$ cat config.mk
export PLATFORM = sky130hd
export DESIGN_NAME = mclk_ratio_detector
export DESIGN_NICKNAME = d
export VERILOG_FILES = /design/src/rtl/mrd_pkg.sv /design/src/rtl/mrd_edge_sync.sv /design/src/rtl/mrd_period_meter.sv /design/src/rtl/mclk_ratio_detector.sv
export SDC_FILE = /design/constraint.sdc
export NUM_CORES = 1
export LEC_CHECK = 0
export BUFFER_PORTS_ARGS = -buffer_cell sky130_fd_sc_hd__buf_4
export CAP_MARGIN = 5
export CORE_AREA = 2 2 67 69
export CTS_CLUSTER_SIZE = 12
export DETAILED_ROUTE_END_ITERATION = 16
export DIE_AREA = 0 0 69 71
export GPL_ROUTABILITY_DRIVEN = 0
export PLACE_DENSITY = 0.77
export SLEW_MARGIN = 25
export SYNTH_ARGS = -nofsm -noshare
export SYNTH_HDL_FRONTEND = slang
export SYNTH_SLANG_ARGS = --single-unit
$ cat constraint.sdc
create_clock -name clk -period 4.5 [get_ports clk]
set_clock_uncertainty 0.15 [all_clocks]
set_input_delay 0.45 -clock clk [delete_from_list [all_inputs] [get_ports clk]]
set_output_delay 0.45 -clock clk [all_outputs]
set_load 0.05 [all_outputs]
$ cat src/rtl/mrd_pkg.sv
package mrd_pkg;

    typedef enum logic [2:0] {
        RT_128  = 3'd0,
        RT_192  = 3'd1,
        RT_256  = 3'd2,
        RT_384  = 3'd3,
        RT_512  = 3'd4,
        RT_768  = 3'd5,
        RT_1152 = 3'd6,
        RT_NONE = 3'd7
    } ratio_e;

    typedef enum logic [1:0] {
        SPD_NORMAL = 2'b00,
        SPD_DOUBLE = 2'b01,
        SPD_QUAD   = 2'b10,
        SPD_RSVD   = 2'b11
    } speed_e;

    localparam int unsigned NUM_RATIOS = 7;

    typedef struct packed {
        logic   auto_en;
        speed_e spd_cfg;
        speed_e speed;
        ratio_e ratio;
        ratio_e prev;
        logic   pd;
        logic   err;
        logic   lost;
    } det_state_t;

    // Nominal cycles per frame for a ratio index.
    function automatic int unsigned ratio_cycles(int unsigned idx);
        if (idx == NUM_RATIOS - 1) return 1152;
        return ((idx % 2) == 0) ? (128 << (idx / 2)) : (192 << (idx / 2));
    endfunction

    function automatic ratio_e classify(int unsigned n, int unsigned tol);
        ratio_e res;
        res = RT_NONE;
        for (int unsigned i = 0; i < NUM_RATIOS; i++) begin
            if ((n + tol >= ratio_cycles(i)) && (n <= ratio_cycles(i) + tol))
                res = ratio_e'(3'(i));
        end
        return res;
    endfunction

    function automatic speed_e auto_speed(ratio_e r);
        case (r)
            RT_128, RT_192: return SPD_QUAD;
            RT_256, RT_384: return SPD_DOUBLE;
            default:        return SPD_NORMAL;
        endcase
    endfunction

    function automatic logic manual_ok(ratio_e r, speed_e s);
        case (s)
            SPD_NORMAL: return (r >= RT_256) && (r <= RT_1152);
            SPD_DOUBLE: return (r <= RT_384);
            SPD_QUAD:   return (r <= RT_192);
            default:    return 1'b0;
        endcase
    endfunction

endpackage

$ cat src/rtl/mrd_edge_sync.sv
module mrd_edge_sync #(
    parameter int unsigned STAGES = 2
) (
    input  logic clk,
    input  logic rst_n,
    input  logic async_in,
    output logic rise_o
);
    logic [STAGES:0] sh_q, sh_d;

    always_comb begin
        sh_d = {sh_q[STAGES-1:0], async_in};
    end

    always_ff @(posedge clk) begin
        if (!rst_n) sh_q <= '0;
        else        sh_q <= sh_d;
    end

    assign rise_o = sh_q[STAGES-1] & ~sh_q[STAGES];
endmodule

$ cat src/rtl/mrd_period_meter.sv
module mrd_period_meter
    import mrd_pkg::*;
#(
    parameter int unsigned TIMEOUT = 2048,
    parameter int unsigned TOL     = 2
) (
    input  logic   clk,
    input  logic   rst_n,
    input  logic   rise_i,
    output logic   meas_stb_o,
    output ratio_e meas_code_o,
    output logic   tout_o
);
    localparam int unsigned     CNT_W = $clog2(TIMEOUT + 1);
    localparam logic [CNT_W-1:0] LIMIT = CNT_W'(TIMEOUT);
    localparam logic [CNT_W-1:0] LAST  = CNT_W'(TIMEOUT - 1);

    logic [CNT_W-1:0] cnt_q, cnt_d;
    logic             have_q, have_d;

    always_comb begin
        cnt_d  = cnt_q;
        have_d = have_q;
        if (rise_i) begin
            cnt_d  = '0;
            have_d = 1'b1;
        end else begin
            if (cnt_q != LIMIT) cnt_d = cnt_q + 1'b1;
            if (cnt_q == LAST)  have_d = 1'b0;
        end
    end

    always_ff @(posedge clk) begin
        if (!rst_n) begin
            cnt_q  <= '0;
            have_q <= 1'b0;
        end else begin
            cnt_q  <= cnt_d;
            have_q <= have_d;
        end
    end

    assign meas_stb_o  = rise_i && have_q;
    assign meas_code_o = classify(int'(cnt_q) + 1, TOL);
    assign tout_o      = !rise_i && (cnt_q == LAST);
endmodule

$ cat src/rtl/mclk_ratio_detector.sv
module mclk_ratio_detector
    import mrd_pkg::*;
#(
    parameter bit          PARALLEL    = 1'b0,
    parameter int unsigned TIMEOUT     = 2048,
    parameter int unsigned TOL         = 2,
    parameter int unsigned SYNC_STAGES = 2
) (
    input  logic       clk,
    input  logic       rst_n,
    input  logic       frame_clk,
    input  logic       cfg_we,
    input  logic       cfg_auto,
    input  logic [1:0] cfg_speed,
    input  logic       mode_pin,
    output logic       pd_o,
    output logic       auto_o,
    output logic [1:0] speed_o,
    output logic [2:0] ratio_o,
    output logic       err_o,
    output logic       lost_o
);
    logic   rise;
    logic   meas_stb;
    ratio_e meas_code;
    logic   tout;

    det_state_t st_q, st_d;
    logic       eff_auto;
    speed_e     eff_spd;
    speed_e     target;
    logic       allowed;

    mrd_edge_sync #(.STAGES(SYNC_STAGES)) u_sync (
        .clk      (clk),
        .rst_n    (rst_n),
        .async_in (frame_clk),
        .rise_o   (rise)
    );

    mrd_period_meter #(.TIMEOUT(TIMEOUT), .TOL(TOL)) u_meter (
        .clk         (clk),
        .rst_n       (rst_n),
        .rise_i      (rise),
        .meas_stb_o  (meas_stb),
        .meas_code_o (meas_code),
        .tout_o      (tout)
    );

    always_comb begin
        eff_auto = PARALLEL ? mode_pin   : st_q.auto_en;
        eff_spd  = PARALLEL ? SPD_NORMAL : st_q.spd_cfg;
        target   = eff_auto ? auto_speed(meas_code) : eff_spd;
        allowed  = eff_auto ? 1'b1 : manual_ok(meas_code, eff_spd);
        if (PARALLEL && (meas_code <= RT_192)) allowed = 1'b0;

        st_d = st_q;
        if (!PARALLEL && cfg_we) begin
            st_d.auto_en = cfg_auto;
            st_d.spd_cfg = speed_e'(cfg_speed);
        end
        if (tout) begin
            st_d.lost = 1'b1;
            st_d.pd   = 1'b1;
            st_d.prev = RT_NONE;
        end else if (meas_stb) begin
            st_d.lost = 1'b0;
            st_d.prev = meas_code;
            if (meas_code == RT_NONE) begin
                st_d.err = 1'b1;
            end else if (meas_code == st_q.prev) begin
                if (allowed) begin
                    st_d.speed = target;
                    st_d.ratio = meas_code;
                    st_d.pd    = 1'b0;
                    st_d.err   = 1'b0;
                end else begin
                    st_d.err = 1'b1;
                end
            end
        end
    end

    always_ff @(posedge clk) begin
        if (!rst_n) begin
            st_q.auto_en <= 1'b1;
            st_q.spd_cfg <= SPD_NORMAL;
            st_q.speed   <= SPD_NORMAL;
            st_q.ratio   <= RT_NONE;
            st_q.prev    <= RT_NONE;
            st_q.pd      <= 1'b1;
            st_q.err     <= 1'b0;
            st_q.lost    <= 1'b0;
        end else begin
            st_q <= st_d;
        end
    end

    assign pd_o    = st_q.pd;
    assign auto_o  = eff_auto;
    assign speed_o = st_q.speed;
    assign ratio_o = st_q.ratio;
    assign err_o   = st_q.err;
    assign lost_o  = st_q.lost;
endmodule

==> results.md <==
- Gr usage total: 22.3%
- Row Count: 24
- Setup crit end: ratio_o[0]
- TritonCTS clock tree: done
- Cell area after layout: 2610 µm²
- RR Endpoint: ratio_o[0]
- WL final: 5.16 mm
- Detail Placement HPWL: 3.96 mm
- Die area: 4900 µm²
- Crit. End Element: flip-flop
- Power Dens Cells: 215 nW/µm²
- Drt wl/cell: 14.6 µm
- Layout cells sized above 1: 18.3%
- RSZ-0062 raised after global routing: false
- Final setup fails: 0
- Worst Hold Slack: 0.228 ns
- Post-synthesis cell area: 2420 µm²
- Area Growth Syn to Fin: 8.13%
- Port Buf Inserts: 15
- Worst path depth: 14
- Pint: 417 µW
- Yosys cell types: 73
- Ys Warns: 0
- CTS root buffer: clkbuf_8
- Clock share of power: 40.0%
- Slew @ Worst Pin: 0.743 ns
- Drt first pass iters: 4
- Peak Freq: 0.246 GHz
- Minimum clock period: 4.07 ns
- Sw Share: 25.9%
- DR DRC count: 0
- Top-count cell post-synth: nor2_1
- Syn Nets: 304
- #FFs+latches synth: 30
- Total grt overflow: 0
- Combinational group share of total power: 10.2%
- IO Pins: 17
- Via count: 2088
- Slew Limit Fails: 0
- Area leader, netlist: dfxtp_1
- Slowest stage delay, CP: 0.49 ns
- Ranking of synthesized cells by area: dfxtp_1 (25%), xnor2_1 (5.1%), nor2_1 (5.0%)
- FF-to-FF setup slack: 0.43 ns
- Crit path max fanout: 8
- Clock sinks: 30
- Syn Inst Count: 292
- Number of global-route vias before repair: 1925
- Initial Util: 57.5%
- Setup Crit Path Kind: reg2reg
- Total CTS buffers: 5
- VDD IR-drop max: 0.245 mV
- WP data required: 4.50 ns
- Maxcap violations: 0
- Die span in y: 71 µm
- Kind of cell adding the most delay to the critical path: compound AO/OA/AOI/OAI gates
- CP arrival: 4.07 ns
- Ys async rst share: 0%
- CP max-delay cell: dfxtp_1
- Post-DP Area: 2510 µm²
- Critical path launch point: u_meter.cnt_q[1]
- Leak: 0.00104 µW
- Final period util: 90.4%
- Clock Path Buffers: 2
- Crit-path cells: ha_1 -> buf_4 -> nand2_1 -> o32ai_2 -> or2_1 -> o211a_1 -> a21oi_1 -> o21a_1 -> a221o_1 -> o311ai_4 -> o21ai_0 -> mux2_2 -> o21ai_0 -> o211ai_1
- Commonest cells in the netlist: nor2_1 (32), dfxtp_1 (30), nand2_1 (27), a21oi_1 (21), xnor2_1 (14)
- Core Region: 4200 µm²
- Cell mode on critical path: o21ai_0
- RR Startpoint: u_meter.cnt_q[1]
- H-Tree Depth: 2
- Worst min path class: in2reg
- Seq pwr share: 49.8%
- Sequential share of the synthesized area: 24.8%
- Total power after layout: 563 µW
- Total negative slack: 0 ns
- Largest net degree at the start of global routing: 14
- Average vias per placed instance: 5.92
- NetSw: 146 µW
- Post-synth EDFFs: 0
- Worst-path clk slew: 0.07 ns
- Bufs and invs on worst path: 1
- Final Util: 62.2%
- Mapped Avg Cell Area: 8.28 µm²
- First-pass GRT wire length: 9.05 mm
- Hold Buf Count CTS: 0
- Ys flop type: dfxtp_1
- Post-route ant nets: 0
- Setup bufs post-CTS: 0
- FF-to-FF path depth: 14
- Initial antenna violation count: 0
- Post-synth top area share: 24.8%
- N_diodes: 0
- DR iter-0 viols: 131
- Outcome: complete, no violations
- Final nets: 312
- Die span in x: 69 µm
- Fin. Hold Viols: 0
- CP Launch Type: flip-flop
- Slew HR: 50.1%
- Clk Latency, worst-skew pair: 0.28 ns
==> state kept, by name, indices dropped and copies added, names as in the netlist <==
register and flops:
err_o 1, ratio_o 3, u_meter.have_q 1, u_meter.cnt_q 12, auto_o 1, pd_o 1, u_sync.sh_q 3, st_q 3
speed_o 2, lost_o 1, eff_spd 2
==> cell usage in the layout, fill, tap and decap left out, drive strengths merged, types with 6 or more instances in the layout <==
cell / instances
nor2: 33
clkbuf: 7
dfxtp: 30
buf: 20
and2: 6
xnor2: 15
inv: 8
o21ai: 14
nor3: 11
nand3: 11
mux2i: 9
xor2: 6
a21oi: 21
nand2: 28
==> worst min path at each step <==
stage,slack [ns],cells after the start,end,from
floorplan,0.26,1,u_sync.sh_q[1],u_sync.sh_q[0]
global placement,0.27,1,u_sync.sh_q[1],u_sync.sh_q[0]
detailed placement,0.28,1,u_sync.sh_q[1],u_sync.sh_q[0]
CTS,0.23,2,u_sync.sh_q[0],frame_clk
global route,0.23,2,u_sync.sh_q[0],frame_clk
finish,0.23,2,u_sync.sh_q[0],frame_clk
==> cell families (layout without fill, tap and decap cells) <==
logic type | after synthesis | in the layout | synth area share [%]
muxes | 11 | 11 | 5.18
DFF | 30 | 30 | 24.8
AOI/OAI and AO/OA | 75 | 75 | 23.7
adders and majority gates | 4 | 4 | 2.07
buffers and inverters | 27 | 36 | 6.42
xor gates and xnor gates | 21 | 21 | 8.23
and+or+nand+nor | 124 | 124 | 29.6
==> worst reg2reg max path: stages (launching register included) <==
cell and delay (ns):
dfxtp_1 0.49, ha_1 0.30, buf_4 0.17, nand2_1 0.07, o32ai_2 0.38, or2_1 0.19
o211a_1 0.31, a21oi_1 0.11, o21a_1 0.25, a221o_1 0.40, o311ai_4 0.17, o21ai_0 0.27
mux2_2 0.36, o21ai_0 0.19, o211ai_1 0.12
==> per-layer routing <==
layer,global-route usage [%],wire (µm),vias up
li1,-,-,1081
met1,30.0,2450,961
met2,35.8,2450,38
met3,4.13,186,8
met4,8.28,72,0
met5,0,0,-
==> layout make-up <==
class                           instances  area [µm²]
Timing Repair Buffer                   20         150
Clock buffer                            7        86.3
Sequential cell                        30         601
Multi-Input combinational cell        235        1680
Fill cell                             386        1590
Tap cell                               52        65.1
Clock inverter                          1        5.00
Inverter                                8        30.0
==> power by group through the flow <==
| stage | clock (µW) | combinational [µW] | sequential [µW] |
|---|---|---|---|
| floorplan | 0 | 42.1 | 285 |
| global route | 241 | 64.1 | 282 |
| global placement | 0 | 54.1 | 286 |
| detailed placement | 0 | 55.5 | 286 |
| finish | 225 | 57.1 | 280 |
| CTS | 230 | 56.0 | 280 |
==> repair_timing <==
action	in CTS	in global routing
gates resized for setup	0	2
hold endpoints to repair	0	0
setup endpoints to repair	0	3
==> per-stage QoR <==
stage                     std cells  setup WS [ns]
after detailed placement        345          0.444
final                           353          0.431
after floorplan                 292          0.832
after global placement          345          0.462
after CTS                       353          0.389
after global routing            353         0.0319
Power figures use the tool's default switching activity.
